<file path="src/rtl/asym_presc_pkg.sv">
package asym_presc_pkg;

    typedef enum logic {
        PH_LOW  = 1'b0,
        PH_HIGH = 1'b1
    } phase_e;

    typedef struct packed {
        logic rise;
        logic fall;
    } edge_strobe_t;

    function automatic edge_strobe_t no_edge();
        edge_strobe_t s;
        s.rise = 1'b0;
        s.fall = 1'b0;
        return s;
    endfunction

endpackage

</file>
<file path="src/rtl/qp_down_counter.sv">
module qp_down_counter #(
    parameter int CW = 5
) (
    input  logic          clk,
    input  logic          rst,
    input  logic          en,
    input  logic          load,
    input  logic [CW-1:0] load_val,
    output logic [CW-1:0] cnt,
    output logic          is_zero
);
    // Reset value of all ones looks like the last cycle of a low phase.
    always_ff @(posedge clk) begin
        if (rst) begin
            cnt <= '1;
        end else if (en) begin
            if (load) cnt <= load_val;
            else      cnt <= cnt - 1'b1;
        end
    end

    assign is_zero = (cnt == '0);

    // Wrap from zero gives an inverted low field of zero for the low phase.
    p_wrap_r3: assert property (@(posedge clk) disable iff (rst)
        (en && !load && is_zero) |=> (cnt == '1));
endmodule

</file>
<file path="src/rtl/qp_low_match.sv">
module qp_low_match #(
    parameter int LW = 3
) (
    input  logic [LW-1:0] cnt_lo,
    input  logic [LW-1:0] lo_ref,
    output logic          hit
);
    logic [LW-1:0] cnt_inv;
    assign cnt_inv = ~cnt_lo;
    assign hit     = (cnt_inv == lo_ref);
endmodule

</file>
<file path="src/rtl/qp_phase_ctrl.sv">
module qp_phase_ctrl
    import asym_presc_pkg::*;
#(
    parameter int LW = 3
) (
    input  logic          clk,
    input  logic          rst,
    input  logic          en,
    input  logic          is_zero,
    input  logic          lo_hit,
    input  logic [LW-1:0] lo_set,
    output logic          load,
    output logic [LW-1:0] lo_ref,
    output phase_e        phase,
    output edge_strobe_t  stb
);
    assign load = en && (phase == PH_LOW) && lo_hit;

    always_ff @(posedge clk) begin
        if (rst) begin
            phase  <= PH_LOW;
            lo_ref <= '0;
            stb    <= no_edge();
        end else begin
            stb <= no_edge();
            if (en) begin
                unique case (phase)
                    PH_LOW: if (lo_hit) begin
                        phase    <= PH_HIGH;
                        lo_ref   <= lo_set;
                        stb.rise <= 1'b1;
                    end
                    PH_HIGH: if (is_zero) begin
                        phase    <= PH_LOW;
                        stb.fall <= 1'b1;
                    end
                    default: ;
                endcase
            end
        end
    end

    p_zero_ends_high_r2: assert property (@(posedge clk) disable iff (rst)
        (en && phase == PH_HIGH && is_zero) |=> (phase == PH_LOW));
    p_match_ends_low_r3: assert property (@(posedge clk) disable iff (rst)
        (en && phase == PH_LOW && lo_hit) |=> (phase == PH_HIGH));
    p_rise_stb_r5: assert property (@(posedge clk) disable iff (rst)
        stb.rise |-> (phase == PH_HIGH && $past(phase) == PH_LOW));
    p_fall_stb_r6: assert property (@(posedge clk) disable iff (rst)
        stb.fall |-> (phase == PH_LOW && $past(phase) == PH_HIGH));
    p_freeze_r7: assert property (@(posedge clk) disable iff (rst)
        !en |=> ($stable(phase) && !stb.rise && !stb.fall));
endmodule

</file>
<file path="src/rtl/asym_clk_prescaler.sv">
module asym_clk_prescaler
    import asym_presc_pkg::*;
#(
    parameter int HI_W = 5,
    parameter int LO_W = 3
) (
    input  logic            clk,
    input  logic            rst,
    input  logic            en,
    input  logic [HI_W-1:0] hi_cycles,
    input  logic [LO_W-1:0] lo_cycles,
    input  logic            legacy_sel,
    output logic            div_clk,
    output logic            rise_stb,
    output logic            fall_stb
);
    localparam int CW = HI_W;

    logic [CW-1:0]   cnt;
    logic            is_zero;
    logic            lo_hit;
    logic            load;
    logic [LO_W-1:0] lo_ref;
    phase_e          phase;
    edge_strobe_t    stb;

    // Kept only for register layout compatibility.
    logic unused_legacy;
    assign unused_legacy = legacy_sel;

    qp_down_counter #(.CW(CW)) u_cnt (
        .clk(clk), .rst(rst), .en(en), .load(load),
        .load_val(hi_cycles), .cnt(cnt), .is_zero(is_zero)
    );

    qp_low_match #(.LW(LO_W)) u_match (
        .cnt_lo(cnt[LO_W-1:0]), .lo_ref(lo_ref), .hit(lo_hit)
    );

    qp_phase_ctrl #(.LW(LO_W)) u_ctrl (
        .clk(clk), .rst(rst), .en(en), .is_zero(is_zero), .lo_hit(lo_hit),
        .lo_set(lo_cycles), .load(load), .lo_ref(lo_ref),
        .phase(phase), .stb(stb)
    );

    assign div_clk  = (phase == PH_HIGH);
    assign rise_stb = stb.rise;
    assign fall_stb = stb.fall;

    p_reset_low_r1: assert property (@(posedge clk)
        rst |=> (!div_clk && !rise_stb && !fall_stb));
endmodule

</file>
<file path="config.mk">
export PLATFORM = sky130hd
export DESIGN_NAME = asym_clk_prescaler
export DESIGN_NICKNAME = d
export VERILOG_FILES = /design/src/rtl/asym_presc_pkg.sv /design/src/rtl/qp_down_counter.sv /design/src/rtl/qp_low_match.sv /design/src/rtl/qp_phase_ctrl.sv /design/src/rtl/asym_clk_prescaler.sv
export SDC_FILE = /design/constraint.sdc
export NUM_CORES = 1
export LEC_CHECK = 0
export ABC_AREA = 1
export BUFFER_PORTS_ARGS = -buffer_cell sky130_fd_sc_hd__buf_2
export CAP_MARGIN = 20
export CELL_PAD_IN_SITES_DETAIL_PLACEMENT = 1
export CELL_PAD_IN_SITES_GLOBAL_PLACEMENT = 1
export CORE_AREA = 5 5 55 45
export CTS_BUF_LIST = sky130_fd_sc_hd__clkbuf_8
export DETAILED_ROUTE_END_ITERATION = 6
export DIE_AREA = 0 0 60 50
export GPL_ROUTABILITY_DRIVEN = 0
export PLACE_DENSITY = 0.71
export SYNTH_ARGS = -nofsm -noshare
export SYNTH_HDL_FRONTEND = slang
export SYNTH_HIERARCHICAL = 1
export SYNTH_SLANG_ARGS = --single-unit
</file>
<file path="constraint.sdc">
create_clock -name clk -period 1.1 [get_ports clk]
set_input_delay 0.22 -clock clk [delete_from_list [all_inputs] [get_ports clk]]
set_output_delay 0.22 -clock clk [all_outputs]
set_load 0.005 [all_outputs]
</file>
==> results of run 1 <==
[worst max path at each step]
stage	from	to
final	u_ctrl/lo_ref[0]$_SDFFE_PP0P_	u_cnt/cnt[4]$_SDFFE_PP1P_
after CTS	u_ctrl/lo_ref[0]$_SDFFE_PP0P_	u_cnt/cnt[2]$_SDFFE_PP1P_
after floorplan	u_cnt/cnt[1]$_SDFFE_PP1P_	u_cnt/cnt[2]$_SDFFE_PP1P_
after detailed placement	u_ctrl/lo_ref[0]$_SDFFE_PP0P_	u_cnt/cnt[2]$_SDFFE_PP1P_
after global placement	u_ctrl/lo_ref[0]$_SDFFE_PP0P_	u_cnt/cnt[3]$_SDFFE_PP1P_
after global routing	u_ctrl/lo_ref[1]$_SDFFE_PP0P_	u_cnt/cnt[2]$_SDFFE_PP1P_
[flip-flops by register name (all words and copies together) (netlist names)]
name	flops
u_cnt/cnt	5
u_ctrl/stb	2
u_ctrl/phase	1
u_ctrl/lo_ref	3
[worst max-delay path: cells and delay by family, from the launching register on]
family	cells	cell delay, ps
AND/OR/NAND/NOR	9	640
flip-flops	1	330
buffers and inverters	3	180
[area by class of cell]
type / count / area [um2]
Inverter: 18 / 77.57
Timing Repair Buffer: 18 / 102.6
Fill cell: 257 / 1087
Sequential cell: 11 / 225.2
Clock buffer: 3 / 41.29
Clock inverter: 1 / 3.754
Multi-Input combinational cell: 61 / 324.1
Tap cell: 24 / 30.03
[metrics by stage]
step | instance area (um2) | setup WS, ps | TNS (ps) | instances
after floorplan | 581.8 | -107.3 | -426.4 | 90
after global placement | 706.9 | -150.4 | -1045 | 131
after detailed placement | 706.9 | -186.5 | -1308 | 131
after CTS | 777.0 | -141.2 | -904.8 | 135
after global routing | 804.5 | -281.6 | -2154 | 136
final | 804.5 | -164.1 | -1028 | 136
[synthesized netlist by cell type (all sizes together)]
master  instances
o21ai           7
ha              1
nand3           6
a21oi           7
inv            18
nor3            1
dfxtp          11
nor2           15
xnor2           1
nand2          23
[cells by family after synthesis]
group,after synthesis,synth area share [%]
and+or+nand+nor,45,33.99
buffers and inverters,18,11.77
AOI/OAI and AO/OA,14,12.20
DFF,11,38.34
xor gates and xnor gates,1,1.525
adders and majority gates,1,2.178
[metal layers]
metal	global-route usage [%]	part of all wire, %	routed length, um	vias up
met1	13.85	46	710	284
met2	20.86	49	758	7
li1	-	-	-	319
met3	4.700	3.6	56	4
met4	5.535	1.3	20	0
met5	0	0	0	-
[power breakdown]
| part | internal [mW] | switching (mW) | leakage [nW] | total (mW) |
|---|---|---|---|---|
| Sequential | 0.474 | 0.0524 | 0.0908 | 0.526 |
| Clock | 0.246 | 0.162 | 0.0269 | 0.408 |
| Combinational | 0.209 | 0.299 | 0.303 | 0.508 |
| Total | 0.929 | 0.514 | 0.421 | 1.44 |
[timing repair]
| item | in CTS | in global routing |
|---|---|---|
| gates resized for setup | 9 | 10 |
| pin swaps | 6 | 8 |
| setup buffers | 0 | 1 |
| endpoints found under the setup margin | 11 | 11 |
[placed cells by master (no fill, tap or decap), types with 2 or more instances in the layout]
master,netlist,layout
inv_4,0,4
nor2_1,13,10
dfxtp_2,0,4
dfxtp_1,11,7
buf_2,0,13
nor2_2,2,4
nand3_1,5,4
clkbuf_8,0,3
a21oi_1,7,6
inv_1,16,10
o21ai_1,0,4
nand2_1,23,23
o21ai_0,7,2
inv_2,2,5
buf_4,0,5
==> metrics.yaml, run 1 <==
outcome: "finished with violations"
violations: "setup timing"
timing.fmax_mhz: 791.1
finalCritPeriodShare_pct: 114.9
criticalPathCategory: "flip-flop to flip-flop"
first_global_vias: 641
via_per_inst: 4.515
netlist_top_cells_area: "dfxtp_1 38%, nand2_1 15%, inv_1 10%, nor2_1 8.5%, a21oi_1 6.1%"
hold_depth: 3
cts_hold_buf: 0
p_leak_nw: 0.4208
ir_drop_uv: 695.5
finalPower_mw: 1.442
start_util_pct: 30.36
hp-start: "hi_cycles[1]"
cts.sinks: 11
max-cap-violations: 0
drcViolationCount: 0
required_ps: 1230
slowest_stage: "dfxtp_2"
cp-end-kind: "flip-flop"
syn_nets: 103
synth_warnings: 6
slowest_delay_ps: 330
rr_endpoint: "u_cnt/cnt[4]$_SDFFE_PP1P_"
powerDensity_mw_per_mm2: 1793
rows: 14
finalCriticalPeriod_ps: 1264
antenna_left: 0
worst_pin_slew_ps: 240.5
hold_class: "input port to flip-flop"
dp_hpwl_um: 1196
hold-worst-slack_ps: 197.1
path_cells: "inv_2 > nand2_1 > nand2_1 > nand2_1 > nor2_2 > nand3_4 > inv_4 > inv_4 > nor2_2 > nor2_1 > nand2_1 > nand2_1"
clkLatencyLatePin_ps: 240
grt_pass1_wl_um: 2780
cp-start-kind: "flip-flop"
htreeDepth: 1
synthCells: 90
route.final.wire_length_um: 1545
dr.pass1.iters: 3
setup_viol: 9
yosysTopAreaCell: "dfxtp_1"
dieWidth_um: 60
drtIter0Drc: 11
clkTransAtPathRegs_ps: 50
netlist_area_um2: 574.3
post_drt_wl_per_cell_um: 11.36
worst_slack_ps: -164.1
reg2regPathDepth: 12
die_h_um: 50
critPathArrivalTime_ps: 1400
r2r_start: "u_ctrl/lo_ref[0]$_SDFFE_PP0P_"
rsz0062_at_grt: "true"
die_area_mm2: 0.003000
hold_violations: 0
yosysSeqAreaShare_pct: 38.34
clockRootBuffer: "clkbuf_8"
antenna_cells: 0
cts.path.max_buffers: 2
antenna_found_initial: 0
layout-drive-gt1-share_pct: 39.29
clock_skew_ps: 1.456
finish.utilization_pct: 42.53
track_usage_pct: 12.52
gr-total-overflow: 0
drv_slew: 0
crit_path_frequent_cell: "nand2_1"
crit_path_max_fanout: 8
vias: 614
grt_start_max_net_pins: 10
final_net_count: 126
syn_area_per_cell_um2: 6.381
holdPathEnd: "u_cnt/cnt[1]$_SDFFE_PP1P_"
areaGrowthSynthToFinish_pct: 40.09
synth_cell_type_count: 13
cts_buffers: 3
ys_ff_latch: 11
fp.coreArea_mm2: 0.001892
slew_headroom_pct: 83.80
netlist.area_leader.share_pct: 38.34
port_buffers: 13
cts_tree: "yes"
num_io_pins: 15
rrSetupSlack_ps: -160
(Power assumes the default switching activity.)
==> run 2, diff against run 1 <==
SETUP_SLACK_MARGIN = 0.3   (was default)
SLEW_MARGIN = 20   (was default)
==> run 2 against run 1 <==
  * The run still ends with setup timing left
  * Hold slack lost 12 ps
  * Largest power group is now combinational logic
  * Critical path depth decreased by 2
  * Sequential share of layout area fell by 2.2 points
  * First-iteration DRC count fell by 45%
  * Sequential cell count unchanged
==> metrics.yaml, run 2 (same netlist as run 1, synthesis figures left out) <==
outcome: "finished with violations"
violations: "setup timing"
fillCellCount: 249
criticalPathCategory: "flip-flop to flip-flop"
crit_path_frequent_cell: "nand2_1"
cp-end-kind: "flip-flop"
largest_reg_flops: 5
r2r_start: "u_ctrl/lo_ref[0]$_SDFFE_PP0P_"
htreeDepth: 1
slowest_delay_ps: 320
rsz0062_at_grt: "true"
rrSetupSlack_ps: -180
setup_viol: 10
hold-worst-slack_ps: 184.7
rows: 14
fp.coreArea_mm2: 0.001892
num_io_pins: 15
ir_drop_uv: 793.2
die_h_um: 50
hold_class: "input port to flip-flop"
worst_pin_slew_ps: 284.4
finalCritPeriodShare_pct: 116.3
holdPathEnd: "u_cnt/cnt[1]$_SDFFE_PP1P_"
crit_path_max_fanout: 4
cp-start-kind: "flip-flop"
finalPower_mw: 1.532
areaGrowthSynthToFinish_pct: 53.16
cts_tree: "yes"
switchingPower_uw: 552.8
reg2regPathDepth: 10
port_buffers: 13
clkPwrFrac_pct: 26.5
gr-total-overflow: 0
final_cell_mix: "22 x nand2_1, 13 x inv_1, 13 x buf_2"
worst_slack_ps: -178.8
antenna_left: 0
stdcell_count: 141
critPathArrivalTime_ps: 1400
tns_ps: -1219
first_global_vias: 654
via_per_inst: 4.660
layout-drive-gt1-share_pct: 43.59
start_util_pct: 30.36
power_frac_seq_pct: 34.2
cts.path.max_buffers: 2
antenna_found_initial: 0
rr_endpoint: "u_cnt/cnt[2]$_SDFFE_PP1P_"
slew_headroom_pct: 81.02
clock_skew_ps: 0.4967
slowest_stage: "dfxtp_2"
drv_slew: 0
top_regs: "u_cnt/cnt (5), u_ctrl/lo_ref (3), u_ctrl/stb (2)"
required_ps: 1220
cts_hold_buf: 0
clockRootBuffer: "clkbuf_8"
dieWidth_um: 60
finish.utilization_pct: 46.49
dp_hpwl_um: 1233
p_int_uw: 979.6
powerDensity_mw_per_mm2: 1742
clkTransAtPathRegs_ps: 50
max-cap-violations: 0
hold_violations: 0
mostFrequentLayoutCell: "nand2_1"
drtIter0Drc: 6
p_leak_nw: 0.4548
path_cells: "inv_1 > nand2_1 > nand2_1 > nand2_1 > nor2_2 > nand3_4 > inv_6 > o21ai_1 > a21oi_1 > o21ai_1"
clkLatencyLatePin_ps: 240
hold_depth: 3
post_drt_wl_per_cell_um: 12.43
cts_buffers: 3
die_area_mm2: 0.003000
dr.pass1.iters: 4
grt_start_max_net_pins: 10
finalCriticalPeriod_ps: 1279
hp-start: "hi_cycles[1]"
placedCellCount: 133
vias: 657
grt_pass1_wl_um: 2835
switching_share_pct: 36.07
drcViolationCount: 0
top_register: "u_cnt/cnt"
antenna_cells: 0
cts.sinks: 11
route.final.wire_length_um: 1753
pwr-share-comb_pct: 39.3
track_usage_pct: 12.53
final_net_count: 131
timing.fmax_mhz: 782.0
-- run 2: changes by cell type in the layout (fill, tap and decap cells not counted), moves of 2 or more --
cell / previous run / this run
buf_4: 5 / 8
inv_1: 10 / 13
inv_4: 4 / 1
buf_6: 0 / 2
inv_2: 5 / 3
-- run 2: worst max path at each step --
stage | start | end | slack, ps
after floorplan | u_cnt/cnt[1]$_SDFFE_PP1P_ | u_cnt/cnt[2]$_SDFFE_PP1P_ | -110
after global placement | u_ctrl/lo_ref[0]$_SDFFE_PP0P_ | u_cnt/cnt[4]$_SDFFE_PP1P_ | -120
after detailed placement | u_ctrl/lo_ref[0]$_SDFFE_PP0P_ | u_cnt/cnt[2]$_SDFFE_PP1P_ | -200
after CTS | u_ctrl/lo_ref[0]$_SDFFE_PP0P_ | u_cnt/cnt[4]$_SDFFE_PP1P_ | -170
after global routing | u_ctrl/lo_ref[0]$_SDFFE_PP0P_ | u_cnt/cnt[4]$_SDFFE_PP1P_ | -270
final | u_ctrl/lo_ref[0]$_SDFFE_PP0P_ | u_cnt/cnt[2]$_SDFFE_PP1P_ | -180
-- run 2: routing by layer --
layer | vias to the layer above | track usage (%) | part of all wire [%]
met1 | 299 | 14.97 | 41
met5 | - | 0 | 0
met2 | 24 | 20.32 | 51
met4 | 0 | 3.321 | 1.1
li1 | 328 | - | -
met3 | 6 | 5.222 | 6.4
-- run 2: worst max-delay path, delay by kind of cell (launching register included) --
| family | cells | cell delay (ps) |
|---|---|---|
| flip-flops | 1 | 320 |
| buffers and inverters | 2 | 130 |
| AND/OR/NAND/NOR | 5 | 410 |
| AO/OA/AOI/OAI | 3 | 300 |
-- run 2: layout make-up --
class                   count  area [um2]  share of cell area [%]
multi-input cells          61       347.8                   39.54
flip-flops and latches     11       226.5                   25.75
repair buffers             23       147.6                   16.79
inverters                  18       82.58                   9.388
clock buffers               3       41.29                   4.694
well taps                  24       30.03                   3.414
clock inverters             1       3.754                  0.4267
-- run 2: what timing repair did --
action | 4_1_cts | 5_1_grt
gates resized for setup | 10 | 16
hold endpoints to repair | 0 | 0
endpoints found under the setup margin | 14 | 14
pin swaps | 4 | 2
buffers inserted | 1 | 3
cloned | 0 | 0
-- run 2: metrics by stage --
stage               instance area (um2)  setup WS [ps]
floorplan                         584.3         -107.3
global placement                  724.4         -120.0
detailed placement                724.4         -195.9
CTS                               804.5         -165.7
global route                      879.6         -274.4
finish                            879.6         -178.8
-- run 2: power by group through the flow --
stage / registers, mW / clock network [mW] / logic, mW
floorplan: 0.525 / 0 / 0.304
finish: 0.524 / 0.405 / 0.603
CTS: 0.526 / 0.418 / 0.508
detailed placement: 0.528 / 0 / 0.469
global route: 0.532 / 0.443 / 0.672
global placement: 0.523 / 0 / 0.442
==> run 3, diff against run 2 <==
CORE_AREA = 5 5 49 51   (was 5 5 55 45)
DIE_AREA = 0 0 54 56   (was 0 0 60 50)
PLACE_DENSITY = 0.69   (was 0.71)
==> run 3 against run 2 <==
  * Power is 4.8% lower
  * Critical path depth stayed put
  * Sequential cell count stayed put
  * Die area is 0.80% higher
  * Final area is 5.3% lower
  * Core utilization is 2.7 points lower
  * Sequential power is 0.8% higher
  * Non-clock buffer count is 2 lower
  * Clock skew is 1.4 ps higher
  * The run still ends with setup timing left
  * Count of clock-buffer cells in the layout stayed put
  * Via count is 7.6% lower
  * Maximum frequency is 1.5% higher
==> metrics.yaml, run 3 (same netlist as run 1, synthesis figures left out) <==
outcome: "finished with violations"
violations: "setup timing"
worst_pin_slew_ps: 216.1
clkLatencyLatePin_ps: 230
first_global_vias: 638
fin_area_um2: 833.3
die_h_um: 56
setup_viol: 10
placedCellCount: 136
antenna_left: 0
cts_tree: "yes"
via_per_inst: 4.275
hold_violations: 0
cp-start-kind: "flip-flop"
slowest_stage: "dfxtp_2"
cts_buffers: 3
ir_drop_uv: 886.9
timing.fmax_mhz: 793.4
final_cell_mix: "22 x nand2_1, 12 x inv_1, 12 x buf_2"
layout-drive-gt1-share_pct: 40.00
hold_depth: 3
gr-total-overflow: 0
path_cells: "inv_2 > nand2_2 > nand2_1 > nand2_1 > nor2_2 > nand3_4 > inv_6 > o21ai_2 > a21oi_1 > o21ai_1"
mostFrequentLayoutCell: "nand2_1"
clkTransAtPathRegs_ps: 50
antenna_found_initial: 0
criticalPathCategory: "flip-flop to flip-flop"
hold-worst-slack_ps: 193.8
dr.pass1.iters: 3
finalCriticalPeriod_ps: 1260
post_drt_wl_per_cell_um: 10.24
start_util_pct: 30.20
top_regs: "u_cnt/cnt (5), u_ctrl/lo_ref (3), u_ctrl/stb (2)"
drv_slew: 0
worst_slack_ps: -160.3
clockRootBuffer: "clkbuf_8"
final_net_count: 129
grt_start_max_net_pins: 10
vias: 607
grt_pass1_wl_um: 2691
largest_reg_flops: 5
dp_hpwl_um: 1074
gr-usage-met1_pct: 15.51
port_buffers: 13
rows: 16
drtIter0Drc: 4
slowest_delay_ps: 330
cts_hold_buf: 0
p_leak_nw: 0.4383
holdPathEnd: "u_cnt/cnt[1]$_SDFFE_PP1P_"
drcViolationCount: 0
powerDensity_mw_per_mm2: 1750
rrSetupSlack_ps: -160
num_io_pins: 15
required_ps: 1220
antenna_cells: 0
reg2regPathDepth: 10
cts.sinks: 11
hold_class: "input port to flip-flop"
clock_skew_ps: 1.861
fillCellCount: 258
slew_headroom_pct: 85.58
placed_area_um2: 728.2
dieWidth_um: 54
top_register: "u_cnt/cnt"
stdcell_count: 142
gr-usage-met3_pct: 3.485
crit_path_max_fanout: 4
htreeDepth: 1
rr_endpoint: "u_cnt/cnt[2]$_SDFFE_PP1P_"
finalCritPeriodShare_pct: 114.6
track_usage_pct: 11.80
cp-end-kind: "flip-flop"
grt_use_met2_pct: 17.30
critPathArrivalTime_ps: 1380
areaGrowthSynthToFinish_pct: 45.10
hp-start: "hi_cycles[1]"
cts.path.max_buffers: 2
crit_path_frequent_cell: "nand2_1"
max-cap-violations: 0
fp.coreArea_mm2: 0.001902
route.final.wire_length_um: 1454
die_area_mm2: 0.003024
rsz0062_at_grt: "true"
r2r_start: "u_cnt/cnt[1]$_SDFFE_PP1P_"
grt-busiest-layer: "met2"
[run 3: changes by cell type in the layout (fill, tap and decap cells not counted), sizes merged]
cell	change
buf	-2
[run 3: what timing repair did]
action,CTS,global route
buffers inserted,2,0
resized for setup,11,7
pin swaps,6,7
endpoints found under the setup margin,14,14
[run 3: final cells by class]
type                       instances  area (um2)  share of cell area, %
tap                               27       33.78                  4.054
sequential                        11       227.7                  27.33
inverter                          18       80.08                  9.610
multi-input combinational         61       315.3                  37.84
clock inverter                     1       3.754                 0.4505
clock buffer                       3       41.29                  4.955
timing repair buffer              21       131.4                  15.77
[run 3: worst max-delay path by stage]
stage | start | endpoint | slack [ps]
2_1_floorplan | u_cnt/cnt[1]$_SDFFE_PP1P_ | u_cnt/cnt[2]$_SDFFE_PP1P_ | -110
3_3_place_gp | u_ctrl/lo_ref[1]$_SDFFE_PP0P_ | u_cnt/cnt[4]$_SDFFE_PP1P_ | -140
3_5_place_dp | u_ctrl/lo_ref[1]$_SDFFE_PP0P_ | u_cnt/cnt[4]$_SDFFE_PP1P_ | -180
4_1_cts | u_cnt/cnt[1]$_SDFFE_PP1P_ | u_cnt/cnt[4]$_SDFFE_PP1P_ | -120
5_1_grt | u_cnt/cnt[1]$_SDFFE_PP1P_ | u_cnt/cnt[2]$_SDFFE_PP1P_ | -260
6_report | u_cnt/cnt[1]$_SDFFE_PP1P_ | u_cnt/cnt[2]$_SDFFE_PP1P_ | -160
[run 3: metrics by stage]
stage	setup slack, ps	setup TNS, ps	utilization (%)	total power, mW
3_3_place_gp	-136.0	-918.5	38.29	0.9683
2_1_floorplan	-107.3	-426.4	-	0.8289
4_1_cts	-122.6	-726.9	43.22	1.460
5_1_grt	-259.5	-2211	43.82	1.581
3_5_place_dp	-176.4	-1112	38.29	0.9830
6_report	-160.3	-1054	43.82	1.459
[run 3: critical path: cells and delay by family, from the launching register on]
family | cells | cell delay (ps)
AOI/OAI and AO/OA | 3 | 280
and+or+nand+nor | 5 | 400
buffers and inverters | 2 | 140
DFF | 1 | 330
[run 3: power breakdown]
| part | internal (mW) | leakage, nW | switching (mW) |
|---|---|---|---|
| Combinational | 0.238 | 0.320 | 0.296 |
| Clock | 0.245 | 0.0269 | 0.152 |
| Sequential | 0.476 | 0.0917 | 0.0515 |
| Total | 0.959 | 0.438 | 0.499 |
[run 3: routing by layer]
metal | share of wire, % | vias up
li1 | - | 327
met1 | 49 | 272
met2 | 47 | 8
met3 | 3.6 | 0
met4 | 0 | 0
met5 | 0 | -
